File: config.mk
export PLATFORM = sky130hd
export DESIGN_NAME = uart_tx_section
export DESIGN_NICKNAME = d
export VERILOG_FILES = /design/src/rtl/uart_tx_pkg.sv /design/src/rtl/utx_baud.sv /design/src/rtl/utx_shift.sv /design/src/rtl/utx_regs.sv /design/src/rtl/uart_tx_section.sv
export SDC_FILE = /design/constraint.sdc
export NUM_CORES = 1
export LEC_CHECK = 0
export BUFFER_PORTS_ARGS = -buffer_cell sky130_fd_sc_hd__buf_2
export CAP_MARGIN = 20
export CORE_ASPECT_RATIO = 0.5
export CORE_MARGIN = 2
export CORE_UTILIZATION = 52
export DETAILED_ROUTE_END_ITERATION = 8
export HOLD_SLACK_MARGIN = 0.1
export MAX_ROUTING_LAYER = met4
export PLACE_DENSITY_LB_ADDON = 0.3
export SLEW_MARGIN = 20
export SYNTH_ARGS = -nofsm -noshare
export SYNTH_HDL_FRONTEND = slang
export SYNTH_SLANG_ARGS = --single-unit
File: constraint.sdc
create_clock -name clk -period 2.65 [get_ports clk]
set_clock_uncertainty 0.1 [all_clocks]
set_input_delay 0.265 -clock clk [delete_from_list [all_inputs] [get_ports clk]]
set_output_delay 0.265 -clock clk [all_outputs]
set_load 0.03 [all_outputs]
File: src/rtl/uart_tx_pkg.sv
package uart_tx_pkg;

    localparam int BYTE_W     = 8;
    localparam int DIV_W      = 2 * BYTE_W;          // divisor spans two register bytes
    localparam int FRAME_BITS = BYTE_W + 2;          // start + data + stop
    localparam int BITIDX_W   = $clog2(FRAME_BITS);

    // bit positions inside the control/status byte
    localparam int POS_DMA   = 0;
    localparam int POS_EMPTY = 1;
    localparam int POS_ZERO  = 2;
    localparam int POS_TXEN  = 3;

    typedef enum logic [1:0] {
        ADDR_CTRL   = 2'd0,
        ADDR_HOLD   = 2'd1,
        ADDR_DIV_LO = 2'd2,
        ADDR_DIV_HI = 2'd3
    } reg_addr_e;

    // packed so that its bit order matches the POS_* positions
    typedef struct packed {
        logic tx_en;
        logic zero_cnt;
        logic buf_empty;
        logic dma_en;
    } ctrl_t;

    localparam ctrl_t CTRL_RESET = '{tx_en: 1'b0, zero_cnt: 1'b0, buf_empty: 1'b1, dma_en: 1'b0};

    function automatic logic [FRAME_BITS-1:0] make_frame(input logic [BYTE_W-1:0] d);
        return {1'b1, d, 1'b0};
    endfunction

    function automatic logic [BYTE_W-1:0] pack_ctrl(input ctrl_t c);
        return {{(BYTE_W-$bits(ctrl_t)){1'b0}}, c};
    endfunction

endpackage

File: src/rtl/utx_baud.sv
module utx_baud
    import uart_tx_pkg::*;
#(
    parameter int RESET_DIV = 3
) (
    input  logic             clk,
    input  logic             rst,
    input  logic [DIV_W-1:0] divisor,
    output logic             tick
);

    logic [DIV_W-1:0] cnt_q;

    assign tick = (cnt_q == '0);

    always_ff @(posedge clk) begin
        if (rst) begin
            cnt_q <= DIV_W'(RESET_DIV);
        end else if (tick) begin
            cnt_q <= divisor;
        end else begin
            cnt_q <= cnt_q - 1'b1;
        end
    end

endmodule

File: src/rtl/utx_shift.sv
module utx_shift
    import uart_tx_pkg::*;
(
    input  logic              clk,
    input  logic              rst,
    input  logic              tick,
    input  logic              load,
    input  logic [BYTE_W-1:0] byte_in,
    output logic              idle,
    output logic              line
);

    localparam logic [BITIDX_W-1:0] LAST_IDX = BITIDX_W'(FRAME_BITS - 1);

    logic [FRAME_BITS-1:0] sh_q;
    logic [BITIDX_W-1:0]   idx_q;
    logic                  busy_q;

    always_ff @(posedge clk) begin
        if (rst) begin
            sh_q   <= '1;
            idx_q  <= '0;
            busy_q <= 1'b0;
        end else if (load) begin
            sh_q   <= make_frame(byte_in);
            idx_q  <= '0;
            busy_q <= 1'b1;
        end else if (tick && busy_q) begin
            if (idx_q == LAST_IDX) begin
                busy_q <= 1'b0;
            end else begin
                sh_q  <= {1'b1, sh_q[FRAME_BITS-1:1]};
                idx_q <= idx_q + 1'b1;
            end
        end
    end

    assign idle = !busy_q;
    assign line = busy_q ? sh_q[0] : 1'b1;

endmodule

File: src/rtl/utx_regs.sv
module utx_regs
    import uart_tx_pkg::*;
#(
    parameter int RESET_DIV = 3
) (
    input  logic              clk,
    input  logic              rst,
    input  logic              wr_en,
    input  logic [1:0]        addr,
    input  logic [BYTE_W-1:0] wdata,
    output logic [BYTE_W-1:0] rdata,
    input  logic              dma_ack,
    input  logic [BYTE_W-1:0] dma_data,
    input  logic              tick,
    input  logic              shifter_idle,
    output logic              load,
    output logic [BYTE_W-1:0] hold_byte,
    output ctrl_t             ctrl,
    output logic [DIV_W-1:0]  divisor
);

    reg_addr_e         sel;
    ctrl_t             ctrl_q;
    logic [BYTE_W-1:0] hold_q;
    logic [DIV_W-1:0]  div_q;
    logic              wr_ctrl, wr_hold, wr_lo, wr_hi, fill;

    assign sel     = reg_addr_e'(addr);
    assign wr_ctrl = wr_en && (sel == ADDR_CTRL);
    assign wr_hold = wr_en && (sel == ADDR_HOLD);
    assign wr_lo   = wr_en && (sel == ADDR_DIV_LO);
    assign wr_hi   = wr_en && (sel == ADDR_DIV_HI);
    assign fill    = wr_hold || dma_ack;

    assign load = tick && shifter_idle && ctrl_q.tx_en && !ctrl_q.buf_empty;

    always_ff @(posedge clk) begin
        if (rst) begin
            ctrl_q <= CTRL_RESET;
            hold_q <= '0;
            div_q  <= DIV_W'(RESET_DIV);
        end else begin
            if (wr_ctrl) begin
                ctrl_q.tx_en  <= wdata[POS_TXEN];
                ctrl_q.dma_en <= wdata[POS_DMA];
            end
            // a reload in the same cycle outranks the clearing write
            if (tick) begin
                ctrl_q.zero_cnt <= 1'b1;
            end else if (wr_ctrl && wdata[POS_ZERO]) begin
                ctrl_q.zero_cnt <= 1'b0;
            end
            // register bus outranks the DMA strobe
            if (wr_hold) begin
                hold_q <= wdata;
            end else if (dma_ack) begin
                hold_q <= dma_data;
            end
            if (fill) begin
                ctrl_q.buf_empty <= 1'b0;
            end else if (load) begin
                ctrl_q.buf_empty <= 1'b1;
            end
            if (wr_lo) begin
                div_q[BYTE_W-1:0] <= wdata;
            end
            if (wr_hi) begin
                div_q[DIV_W-1:BYTE_W] <= wdata;
            end
        end
    end

    always_comb begin
        unique case (sel)
            ADDR_CTRL:   rdata = pack_ctrl(ctrl_q);
            ADDR_HOLD:   rdata = hold_q;
            ADDR_DIV_LO: rdata = div_q[BYTE_W-1:0];
            ADDR_DIV_HI: rdata = div_q[DIV_W-1:BYTE_W];
            default:     rdata = '0;
        endcase
    end

    assign hold_byte = hold_q;
    assign ctrl      = ctrl_q;
    assign divisor   = div_q;

endmodule

File: src/rtl/uart_tx_section.sv
module uart_tx_section
    import uart_tx_pkg::*;
#(
    parameter int RESET_DIV = 3
) (
    input  logic              clk,
    input  logic              rst,
    input  logic              reg_wr_en,
    input  logic [1:0]        reg_addr,
    input  logic [BYTE_W-1:0] reg_wdata,
    output logic [BYTE_W-1:0] reg_rdata,
    output logic              dma_req,
    input  logic              dma_ack,
    input  logic [BYTE_W-1:0] dma_data,
    input  logic              echo_mode,
    input  logic              echo_in,
    output logic              txd
);

    logic              baud_tick;
    logic              xfer_load;
    logic              sh_idle;
    logic              sh_line;
    logic [BYTE_W-1:0] hold_byte;
    logic [DIV_W-1:0]  divisor;
    ctrl_t             ctrl;

    utx_regs #(.RESET_DIV(RESET_DIV)) u_regs (
        .clk          (clk),
        .rst          (rst),
        .wr_en        (reg_wr_en),
        .addr         (reg_addr),
        .wdata        (reg_wdata),
        .rdata        (reg_rdata),
        .dma_ack      (dma_ack),
        .dma_data     (dma_data),
        .tick         (baud_tick),
        .shifter_idle (sh_idle),
        .load         (xfer_load),
        .hold_byte    (hold_byte),
        .ctrl         (ctrl),
        .divisor      (divisor)
    );

    utx_baud #(.RESET_DIV(RESET_DIV)) u_baud (
        .clk     (clk),
        .rst     (rst),
        .divisor (divisor),
        .tick    (baud_tick)
    );

    utx_shift u_shift (
        .clk     (clk),
        .rst     (rst),
        .tick    (baud_tick),
        .load    (xfer_load),
        .byte_in (hold_byte),
        .idle    (sh_idle),
        .line    (sh_line)
    );

    assign dma_req = ctrl.dma_en && ctrl.buf_empty;

    always_comb begin
        if (echo_mode) begin
            txd = echo_in;
        end else if (ctrl.tx_en) begin
            txd = sh_line;
        end else begin
            txd = 1'b1;
        end
    end

endmodule

==> summary by stage, run 1 <==
Placement
The half-perimeter wire length after detailed placement is 5000 um. Port buffering added 33 buffers. In this run the cell area measured after placement is 0.00305 mm2. The congestion estimate from routability-driven global placement came to 0.925.

Critical path
The kind of end point of the critical path is a flop. The critical path ends at u_shift.idx_q[1]. On the critical path, the stage with the largest delay is an instance of sky130_fd_sc_hd__or3_4. The start of the worst register-to-register path is u_baud.cnt_q[2]. The logic depth of the worst path, buffers included is 5. For the worst setup path, the data required time is 2830 ps. STA classifies the critical path startpoint as a flop.

Along the worst path, the maximum fanout reaches 30. In this run the critical register-to-register path is captured at u_shift.idx_q[1]. By startpoint and endpoint, the worst setup path is classified as flop to flop. On the worst path, the slowest cell contributes a delay of 600 ps. Tracing the worst setup path back leads to its startpoint at u_baud.cnt_q[2]. The family with the most delay on the worst path is simple AND/OR/NAND/NOR gates. Data on the critical path arrives at its endpoint at 2450 ps. The critical path buffer and inverter count is 0. The worst register-to-register path has a setup slack of 370 ps. The critical path goes through nor4_4 > nand2_2 > or3_4 > or3_1 > a21oi_1. Counting cells, the worst reg-to-reg path comes to 5.

Finish
The end-of-flow core utilization is 65.0%. 0 antenna diodes ended up in the layout. The library cell used most frequently in the layout, excluding fill and tap cells, is sky130_fd_sc_hd__dfxtp_1.

The cell area after layout is 0.00331 mm2. The final-stage net count is 379. In the layout the commonest cells are sky130_fd_sc_hd__dfxtp_1 (58), sky130_fd_sc_hd__nor2_1 (43), sky130_fd_sc_hd__nand2_1 (38). The ratio of cells with drive above 1 in the final layout is 22.2%. Compared with the post-synthesis result, the final layout area differs by 16.1%. The count of fill cells added during filler insertion is 423.

CTS
Hold repair after CTS inserted 7 buffers. The buffer type at the clock tree root is sky130_fd_sc_hd__clkbuf_8. The number of setup buffers added after CTS is 0. The count of H-tree levels built during CTS is 3. The clock network latency to the later pin of the worst-skew pair is 350 ps. The number of buffers created by CTS is 9. The largest buffer count on any clock path is 2.

The clock-pin slew reported for the worst setup and hold paths after clock tree synthesis is 70 ps. The CTS tree is yes. Gates resized during post-CTS repair numbered 0. The clock net in this run drives a total of 58 sinks.

Logic synthesis
Of all flip-flops after synthesis, the portion carrying an async set or reset was 0%. The number of synthesized register bits is 58. The number of different library cells in the post-synthesis netlist is 41. The main flop type after synthesis is sky130_fd_sc_hd__dfxtp_1. Counting flops with a built-in enable in the synthesized netlist gives 0.

The mean post-synth cell area is 9.16 um2. Sequential elements use 40.8% of the synthesized area. The total standard cell area after synthesis is 0.00285 mm2. The total number of yosys warnings is 0. The number of nets in the synthesized netlist is 339.

The count of mapped cells out of synthesis is 311.

Route
The routed wire length is 7130 um. The detailed-route wire length per cell is 16.7 um. The number of design rule violations left after detail routing is 0. The vias per cell is 5.84. The detailed-router iteration count before antenna repair is 5.

The uppermost metal layer occupied by signal nets is met4. The routed length on met1 is 3400 um. The amount of wire on met3 after detailed routing is 529 um. The routed layout has 2489 vias.

The sum of met2 wire segment lengths after detailed routing is 3100 um. The number of nets with antenna violations after routing is 0. In this run, the number of DRC markers left after iteration 0 of detailed routing was 185.

STA
Derived from the worst setup path, the maximum achievable clock frequency is 0.439 GHz. The setup violation total in the final timing report is 0. The hold violation total from the final report came to 0. The worst path needs 2280 ps of the cycle, external delays included. In this run the tightest slew margin relative to its limit is 45.2%. The max-slew violation count is 0. Setup repair after global routing left no endpoint under its margin. The share of the clock period used by the worst path is 85.9%. The slew at the pin with the worst max-slew slack is 816 ps. Summed over all failing endpoints, the final setup total negative slack is 0 ps.

Global route
The number of antenna violations at the first check in global routing was 0. The number of global-route vias before repair is 2335. Global routing used 26.3% of the available tracks across all layers.

After global routing the overflow that remains totals 0. The global-route wire length before repair is 11800 um. Entering global routing, the biggest net connects 31 pins.

Power
The static leakage is 1.38 nW. In this run the power density over the cells is 801 mW/mm2. The worst voltage drop across the vdd grid is 370 uV.

Die
The die covers 0.00612 mm2. The die is 109 um wide. The vertical die dimension is 56.3 um. In this run the standard cell core region covers 0.00509 mm2. The number of placed I/O pins is 34. The initial standard-cell utilization of the core is 56.0%. The count of standard-cell rows is 18.

Hold path
The class of the tightest hold or removal check is input pin to flop.

Run status
The run finished with clean final reports.

Run
The count of max-cap constraint violations is 0.
## registers in the layout (all words and copies together) (netlist names)
register,cells
u_baud.cnt_q,16
u_regs.divisor,16
u_shift.sh_q,9
u_regs.hold_byte,8
u_regs.ctrl,4
u_shift.idx_q,4
u_shift.busy_q,1
## stage by stage
step / worst slack (ps) / hold WS [ps] / power [mW] / cells
after floorplan: 716 / 289 / 1.70 / 311
after global placement: 414 / 329 / 1.83 / 403
after detailed placement: 347 / 347 / 1.86 / 403
after CTS: 322 / 104 / 2.65 / 426
after global routing: 208 / 130 / 2.80 / 426
final: 374 / 114 / 2.65 / 426
## final cells by class
class                           count  area (um2)  area share (%)
Multi-Input combinational cell    232        1590            48.0
Sequential cell                    58        1160            35.1
Timing Repair Buffer               44         265            8.02
Clock buffer                       10         128            3.86
Tap cell                           70        87.6            2.65
Clock inverter                      6        57.6            1.74
Inverter                            6        22.5           0.681
## synthesized netlist by cell type, types with 3 or more instances
cell type / count / area share [%]
sky130_fd_sc_hd__xnor2_1: 6 / 1.8
sky130_fd_sc_hd__a22o_1: 4 / 1.2
sky130_fd_sc_hd__or3_1: 6 / 1.3
sky130_fd_sc_hd__o21bai_1: 3 / 0.79
sky130_fd_sc_hd__a22oi_1: 8 / 2.1
sky130_fd_sc_hd__nor4_1: 3 / 0.66
sky130_fd_sc_hd__nand4_1: 3 / 0.66
sky130_fd_sc_hd__nor2_1: 43 / 5.7
sky130_fd_sc_hd__nor2b_1: 3 / 0.66
sky130_fd_sc_hd__nand2b_1: 3 / 0.66
sky130_fd_sc_hd__o21ai_0: 4 / 0.70
sky130_fd_sc_hd__mux2_2: 4 / 1.6
sky130_fd_sc_hd__mux2i_1: 18 / 6.3
sky130_fd_sc_hd__a211oi_2: 13 / 5.7
sky130_fd_sc_hd__mux4_2: 4 / 3.2
sky130_fd_sc_hd__buf_1: 3 / 0.40
sky130_fd_sc_hd__a21oi_1: 21 / 3.7
sky130_fd_sc_hd__ha_1: 4 / 1.8
sky130_fd_sc_hd__nor3_1: 4 / 0.70
sky130_fd_sc_hd__buf_6: 3 / 1.2
sky130_fd_sc_hd__nand3_1: 3 / 0.53
sky130_fd_sc_hd__nand2_1: 38 / 5.0
sky130_fd_sc_hd__dfxtp_1: 58 / 41
sky130_fd_sc_hd__inv_1: 6 / 0.79
sky130_fd_sc_hd__a211oi_1: 8 / 2.1
sky130_fd_sc_hd__clkbuf_1: 9 / 1.2
sky130_fd_sc_hd__nand3b_1: 4 / 1.1
sky130_fd_sc_hd__xor2_1: 7 / 2.2
## worst min-delay path, stage by stage
cell and delay [ps]:
sky130_fd_sc_hd__buf_2 130, sky130_fd_sc_hd__nand2_1 60, sky130_fd_sc_hd__a21oi_1 50
## how the worst min path moves through the flow
stage	startpoint	to	cells after the start
final	reg_wdata[3]	u_regs.divisor[3]	3
after global routing	reg_wdata[3]	u_regs.divisor[3]	3
after CTS	reg_wdata[3]	u_regs.divisor[3]	3
after detailed placement	u_shift.sh_q[2]	u_shift.sh_q[1]	2
after global placement	u_shift.sh_q[0]	u_shift.sh_q[0]	2
after floorplan	reg_wdata[0]	u_regs.divisor[0]	2
## routing by layer
layer	vias to the layer above	global-route usage (%)
met5	-	-
met2	103	37.1
met1	1189	36.0
met3	8	8.25
met4	0	8.24
li1	1189	-
## where the power goes
part | switching [mW] | internal, mW
clock network | 0.361 | 0.427
registers | 0.134 | 0.982
logic | 0.433 | 0.311
## logic make-up (layout without fill, tap and decap cells)
group / after synthesis / in the layout / synth area share (%)
mux: 26 / 26 / 11.1
simple gates: 124 / 124 / 21.5
xor+xnor: 13 / 13 / 4.00
fa+ha+maj: 4 / 4 / 1.76
buf+inv: 21 / 66 / 3.56
flops: 58 / 58 / 40.8
compound gates: 65 / 65 / 17.3
Power figures use the tool's default switching activity.
==> inputs of run 2 (changes only) <==
PLACE_DENSITY = 0.72   (was default)
PLACE_DENSITY_LB_ADDON = default   (was 0.3)
==> run 2 against run 1 <==
- fmax shrank 0.78%
- highest routed layer unchanged
- flip-flop and latch count is the same
- via count shrank 2.3%
- sequential power is essentially flat
- largest power group unchanged
==> summary by stage, run 2 (same netlist as run 1, synthesis figures left out) <==
Run status
The flow ran to the end, and the final reports show no timing, DRC or antenna violations.

Critical path
The path depth of the worst reg2reg path is 5 (unchanged). The critical-path maximum fanout was 30 (unchanged). The largest stage delay on the critical path is 590 ps (about the same). The highest-delay cell along the critical path is sky130_fd_sc_hd__or3_4. The critical setup path kind is flop to flop. The type of element launching the critical path is a flop.

The required time of the critical path is 2810 ps (-20 ps). The critical path goes through nor4_4 > nand2_2 > or3_4 > or3_1 > a21oi_1. The logic depth of the worst path, buffers included is 5 (unchanged). The worst setup path is captured at a flop. Broken down by cell family, the worst path's largest delay share belongs to simple AND/OR/NAND/NOR gates. The endpoint arrival time on the critical path is 2450 ps (about the same).

The critical path buffer and inverter count came to 0 (unchanged).

Power
The worst voltage drop across the vdd grid was 359 uV (-3.0%). The fraction of power consumed by combinational cells is 27.1% (-1.0 points). The cell-internal power was 1.80 mW (+4.4%). The ratio of total power to cell area is 821 mW/mm2 (+2.5%). The static leakage came to 1.36 nW (-0.91%).

The net switching power came to 0.896 mW (-3.4%). The portion of total power attributed to the clock network is 31.2% (+1.5 points). The switching power share of the total is 33.3% (-1.7 points). The sequential share of power came to 41.7% (-0.5 points).

CTS
The hold-fix buffer count after cts came to 3 (-4). The tree is rooted in a sky130_fd_sc_hd__clkbuf_8. The clock-pin slew reported for the worst setup and hold paths after clock tree synthesis is 60 ps (about the same). The number of clock sinks seen by CTS is 58 (unchanged). The count of H-tree levels built during CTS is 3 (unchanged). The number of setup buffers added after CTS was 0 (unchanged). The clock network latency to the later pin of the worst-skew pair is 330 ps (-20 ps). The CTS tree is yes. The post-cts repair resize count is 0 (unchanged). The largest buffer count on any clock path is 2 (unchanged). The number of buffers created by CTS is 9 (unchanged).

STA
Setup repair after global routing left no endpoint under its margin. The maximum operating frequency is 0.436 GHz (-0.78%). The worst slew margin relative to its limit was 47.4% (+2.1 points). The setup violation total in the final timing report is 0 (unchanged).

The slew at the pin with the worst max-slew slack was 784 ps (-31.6 ps). The final critical-path required period is 2290 ps (+18.0 ps). The share of the clock period used by the worst path is 86.6% (+0.68 points). The max-slew violation count is 0 (unchanged). The worst hold slack after final layout is 119 ps (+4.74 ps).

The summed negative setup slack over all endpoints is 0 ps (unchanged). The hold violation total from the final report is 0 (unchanged).

Die
The die footprint came to 0.00612 mm2 (unchanged). The width of the chip is 109 um (unchanged). The vertical die dimension is 56.3 um (unchanged). The number of placed I/O pins is 34 (unchanged). The core area is 0.00509 mm2 (unchanged). The count of standard-cell rows is 18 (unchanged). The initial standard-cell utilization of the core is 56.0% (unchanged).

Placement
The number of cells after detailed placement is 402 (-0.25%). The placer congestion estimate is 0.866 (-6.4%). The placed cell area is 0.00305 mm2 (-0.25%). The total of buffers placed on input and output ports is 33 (unchanged). The half-perimeter wire length after detailed placement was 5150 um (+3.1%).

Global route
The number of antenna violations at the first check in global routing is 0 (unchanged). The residual overflow from global routing was 0 (unchanged). The largest net degree at the start of global routing is 37 (+19%). The global-route wire length before repair was 11400 um (-3.3%). The global routing usage summed across all routing layers came to 25.4% (-0.91 points). The number of global-route vias before repair is 2262 (-3.1%).

Finish
The antenna cell count was 0 (unchanged). The cell area after layout is 0.00328 mm2 (-0.87%). Leaving out fill and tap cells, the most frequent cell in the layout is sky130_fd_sc_hd__dfxtp_1. The area growth from synthesis to layout is 15.1%. The final-stage net count is 374 (-1.3%).

The top cell types in the final layout, fill and taps aside, are sky130_fd_sc_hd__dfxtp_1 (58), sky130_fd_sc_hd__nor2_1 (43), sky130_fd_sc_hd__nand2_1 (38). The ratio of cells with drive above 1 in the final layout is 22.0% (-0.19 points). The non-filler instance count after layout is 420 (-1.4%).

Route
The detailed-route wire length per cell is 16.8 um (+0.23%). The vias per cell is 5.79 (-0.89%). The routed wire length is 7040 um (-1.2%). The number of design rule violations left after detail routing is 0 (unchanged). The detailed-router iteration count before antenna repair came to 5 (unchanged). The initial DRC count came to 198 (+7.0%).

The overall via count from detail_route is 2432 (-2.3%). The number of nets with antenna violations after routing is 0 (unchanged).

Hold path
The tightest min-delay check is of the input pin to flop type. The number of cells on the worst hold path is 3 (unchanged).

Run
The count of max-cap constraint violations is 0 (unchanged).
## run 2: worst min-delay path, stage by stage
cell and delay, ps:
sky130_fd_sc_hd__buf_2 130, sky130_fd_sc_hd__nand2_1 60, sky130_fd_sc_hd__a21oi_1 50
## run 2: per-layer routing
| layer | track usage, % | vias to the layer above | wire [um] |
|---|---|---|---|
| li1 | - | 1183 | - |
| met1 | 35.1 | 1146 | 3160 |
| met2 | 36.2 | 97 | 3150 |
| met3 | 7.32 | 6 | 662 |
| met4 | 7.14 | 0 | 64 |
| met5 | - | - | 0 |
## run 2: power by group through the flow
stage	Clock [mW]	Combinational [mW]	Sequential [mW]
final	0.840	0.730	1.12
after detailed placement	0	0.716	1.14
after global routing	0.894	0.807	1.13
after floorplan	0	0.605	1.10
after CTS	0.857	0.727	1.12
after global placement	0	0.703	1.13
## run 2: final timing paths
check	start	endpoint	slack, ps
setup reg to reg	u_baud.cnt_q[2]	u_shift.idx_q[1]	360
setup / recovery	u_baud.cnt_q[2]	u_shift.idx_q[1]	360
hold reg to reg	u_shift.sh_q[0]	u_shift.sh_q[0]	350
hold / removal	reg_wdata[2]	u_regs.divisor[2]	120
## run 2: stage by stage
stage                     power (mW)  util, %  setup WS (ps)
final                           2.69     64.4            356
after global routing            2.84     64.4            230
after CTS                       2.70     64.4            289
after detailed placement        1.86     59.8            296
after global placement          1.83     59.8            436
after floorplan                 1.70        -            716
## run 2: cell type report
type	instances	area, um2
Sequential cell	58	1160
Tap cell	70	87.6
Clock inverter	2	35.0
Inverter	6	22.5
Clock buffer	13	169
Timing Repair Buffer	39	218
Multi-Input combinational cell	232	1590
Fill cell	457	1810
==> inputs of run 3 (changes only) <==
clock period = 2.5 ns   (was 2.65 ns; I/O delays follow)
==> run 3 against run 2 <==
- register-to-register slack got worse by 30 ps
- power increased by 3.8%
- clock power decreased by 8.7%
- worst setup slack got worse by 34 ps
- design area increased by 1.4%
- first-iteration DRC count decreased by 5.6%
- critical path depth increased by 2
- via count increased by 1.5%
- critical endpoint is now u_shift.sh_q[4]
- largest cell class unchanged
==> summary by stage, run 3 (same netlist as run 1, synthesis figures left out) <==
Run status
The run finished with clean final reports.

Finish
The ratio of cells with drive above 1 in the final layout is 23.1% (+1.1 points). The area added between synthesis and finish is 16.7%. The commonest non-fill, non-tap cell in the layout is sky130_fd_sc_hd__dfxtp_1.

The area taken by multi-input logic gates came to 0.00159 mm2 (unchanged). The non-filler instance count after layout is 429 (+2.1%). The count of fill cells added during filler insertion is 454 (-0.66%). The antenna cell count is 0 (unchanged). In the layout the commonest cells are sky130_fd_sc_hd__dfxtp_1 (58), sky130_fd_sc_hd__nor2_1 (43), sky130_fd_sc_hd__nand2_1 (38). The final-stage net count is 382 (+2.1%). The total area of sequential cells is 0.00116 mm2 (unchanged). The end-of-flow core utilization is 65.3% (+0.91 points).

CTS
The count of H-tree levels built during CTS is 3 (unchanged). The clock network latency to the later pin of the worst-skew pair is 340 ps (about the same). The post-cts repair resize count was 0 (unchanged). The hold-fix buffer count after cts was 7 (+4).

The tree is rooted in a sky130_fd_sc_hd__clkbuf_8. TritonCTS built the clock tree. The number of buffers created by CTS is 9 (unchanged).

The largest buffer count on any clock path is 2 (unchanged). The number of clock sinks seen by CTS was 58 (unchanged). The number of setup buffers added after CTS is 0 (unchanged). The clock-pin slew reported for the worst setup and hold paths after clock tree synthesis is 70 ps (about the same).

STA
The maximum operating frequency is 0.459 GHz (+5.3%). The summed negative setup slack over all endpoints is 0 ps (unchanged). The max-slew violation count was 0 (unchanged).

The final setup slack of the worst path is 322 ps (-34.4 ps). The worst slew margin relative to its limit was 58.8% (+11 points). The setup violation total in the final timing report is 0 (unchanged). The final critical-path required period is 2180 ps (-116 ps). The slew at the pin with the worst max-slew slack is 615 ps (-169 ps). The share of the clock period used by the worst path came to 87.1% (+0.57 points).

The hold violation total from the final report is 0 (unchanged). Setup repair after global routing left no endpoint under its margin.

Global route
The number of antenna violations at the first check in global routing is 0 (unchanged). The residual overflow from global routing is 0 (unchanged). The global routing usage summed across all routing layers is 25.9% (+0.45 points). The global-route wire length before repair is 11600 um (+2.1%). The largest net degree at the start of global routing came to 31 (-16%).

The number of global-route vias before repair is 2341 (+3.5%).

Route
The detailed-route wire length per cell came to 16.4 um (-2.0%). The vias per cell came to 5.75 (-0.65%). The number of nets with antenna violations after routing came to 0 (unchanged). The overall via count from detail_route is 2468 (+1.5%). The number of design rule violations left after detail routing is 0 (unchanged). The initial DRC count is 187 (-5.6%). The detailed-router iteration count before antenna repair is 4 (-1). The routed wire length is 7050 um (about the same).

Die
The width of the chip was 109 um (unchanged). The die footprint came to 0.00612 mm2 (unchanged). The core area is 0.00509 mm2 (unchanged).

The number of placed I/O pins is 34 (unchanged). The initial standard-cell utilization of the core is 56.0% (unchanged). The count of standard-cell rows is 18 (unchanged).

The vertical die dimension was 56.3 um (unchanged).

Critical path
The critical path starts at u_baud.cnt_q[0]. The critical path in this run is classified as flop to flop. The type of element launching the critical path is a flop. The endpoint arrival time on the critical path is 2360 ps (-90 ps). The required time of the critical path is 2680 ps (-130 ps).

In this run the critical register-to-register path is launched from u_baud.cnt_q[0]. The critical-path maximum fanout is 7 (-77%). STA classifies the critical path endpoint as a flop.

Placement
The placer congestion estimate was 0.847 (-2.1%). The number of cells after detailed placement was 406 (+1.0%). The post-place setup slack came to 411 ps (+115 ps). The half-perimeter wire length after detailed placement came to 5090 um (-1.3%).

The total of buffers placed on input and output ports is 33 (unchanged).

Power
The static leakage is 1.37 nW (+0.59%). The power after layout came to 2.79 mW (+3.8%). The ratio of total power to cell area is 840 mW/mm2 (+2.3%). The worst voltage drop across the vdd grid is 450 uV (+25%).

Run
The count of max-cap constraint violations is 0 (unchanged).

Hold path
The class of the tightest hold or removal check is input pin to flop. The startpoint identified for the worst hold timing path is reg_wdata[0].
run 3: per-stage QoR:
step / instance area, um2 / hold WS (ps)
2_1_floorplan: 2850 / 274
6_report: 3330 / 111
3_3_place_gp: 3080 / 336
5_1_grt: 3330 / 133
3_5_place_dp: 3080 / 342
4_1_cts: 3330 / 104
run 3: where the power goes:
group	switching [mW]	internal, mW
combinational	0.456	0.382
clock	0.405	0.362
sequential	0.147	1.04
run 3: worst paths after layout:
| kind | slack, ps | end | depth (start not counted) |
|---|---|---|---|
| hold reg to reg | 350 | u_shift.sh_q[0] | 2 |
| setup reg to reg | 320 | u_shift.sh_q[4] | 7 |
| hold / removal | 110 | u_regs.divisor[0] | 3 |
| setup / recovery | 320 | u_shift.sh_q[4] | 7 |
run 3: worst max-delay path, stage by stage (launching register included):
cell and delay, ps:
sky130_fd_sc_hd__dfxtp_1 340, sky130_fd_sc_hd__inv_1 100, sky130_fd_sc_hd__ha_1 210, sky130_fd_sc_hd__nor4b_1 310, sky130_fd_sc_hd__nand4_1 300, sky130_fd_sc_hd__nor2_1 520
sky130_fd_sc_hd__a22oi_1 130, sky130_fd_sc_hd__nand2_1 110
run 3: layout make-up:
type	instances	share of cell area, %
repair buffers	47	8.65
clock buffers	9	3.72
multi-input cells	232	47.7
flip-flops and latches	58	34.9
inverters	6	0.677
well taps	70	2.63
clock inverters	7	1.69
run 3: layer usage:
metal / part of all wire [%] / track usage (%) / up-vias
met2: 43 / 36.1 / 101
li1: - / - / 1196
met3: 9.9 / 7.43 / 14
met4: 1.4 / 7.88 / 0
met1: 46 / 36.1 / 1157
met5: 0 / - / -
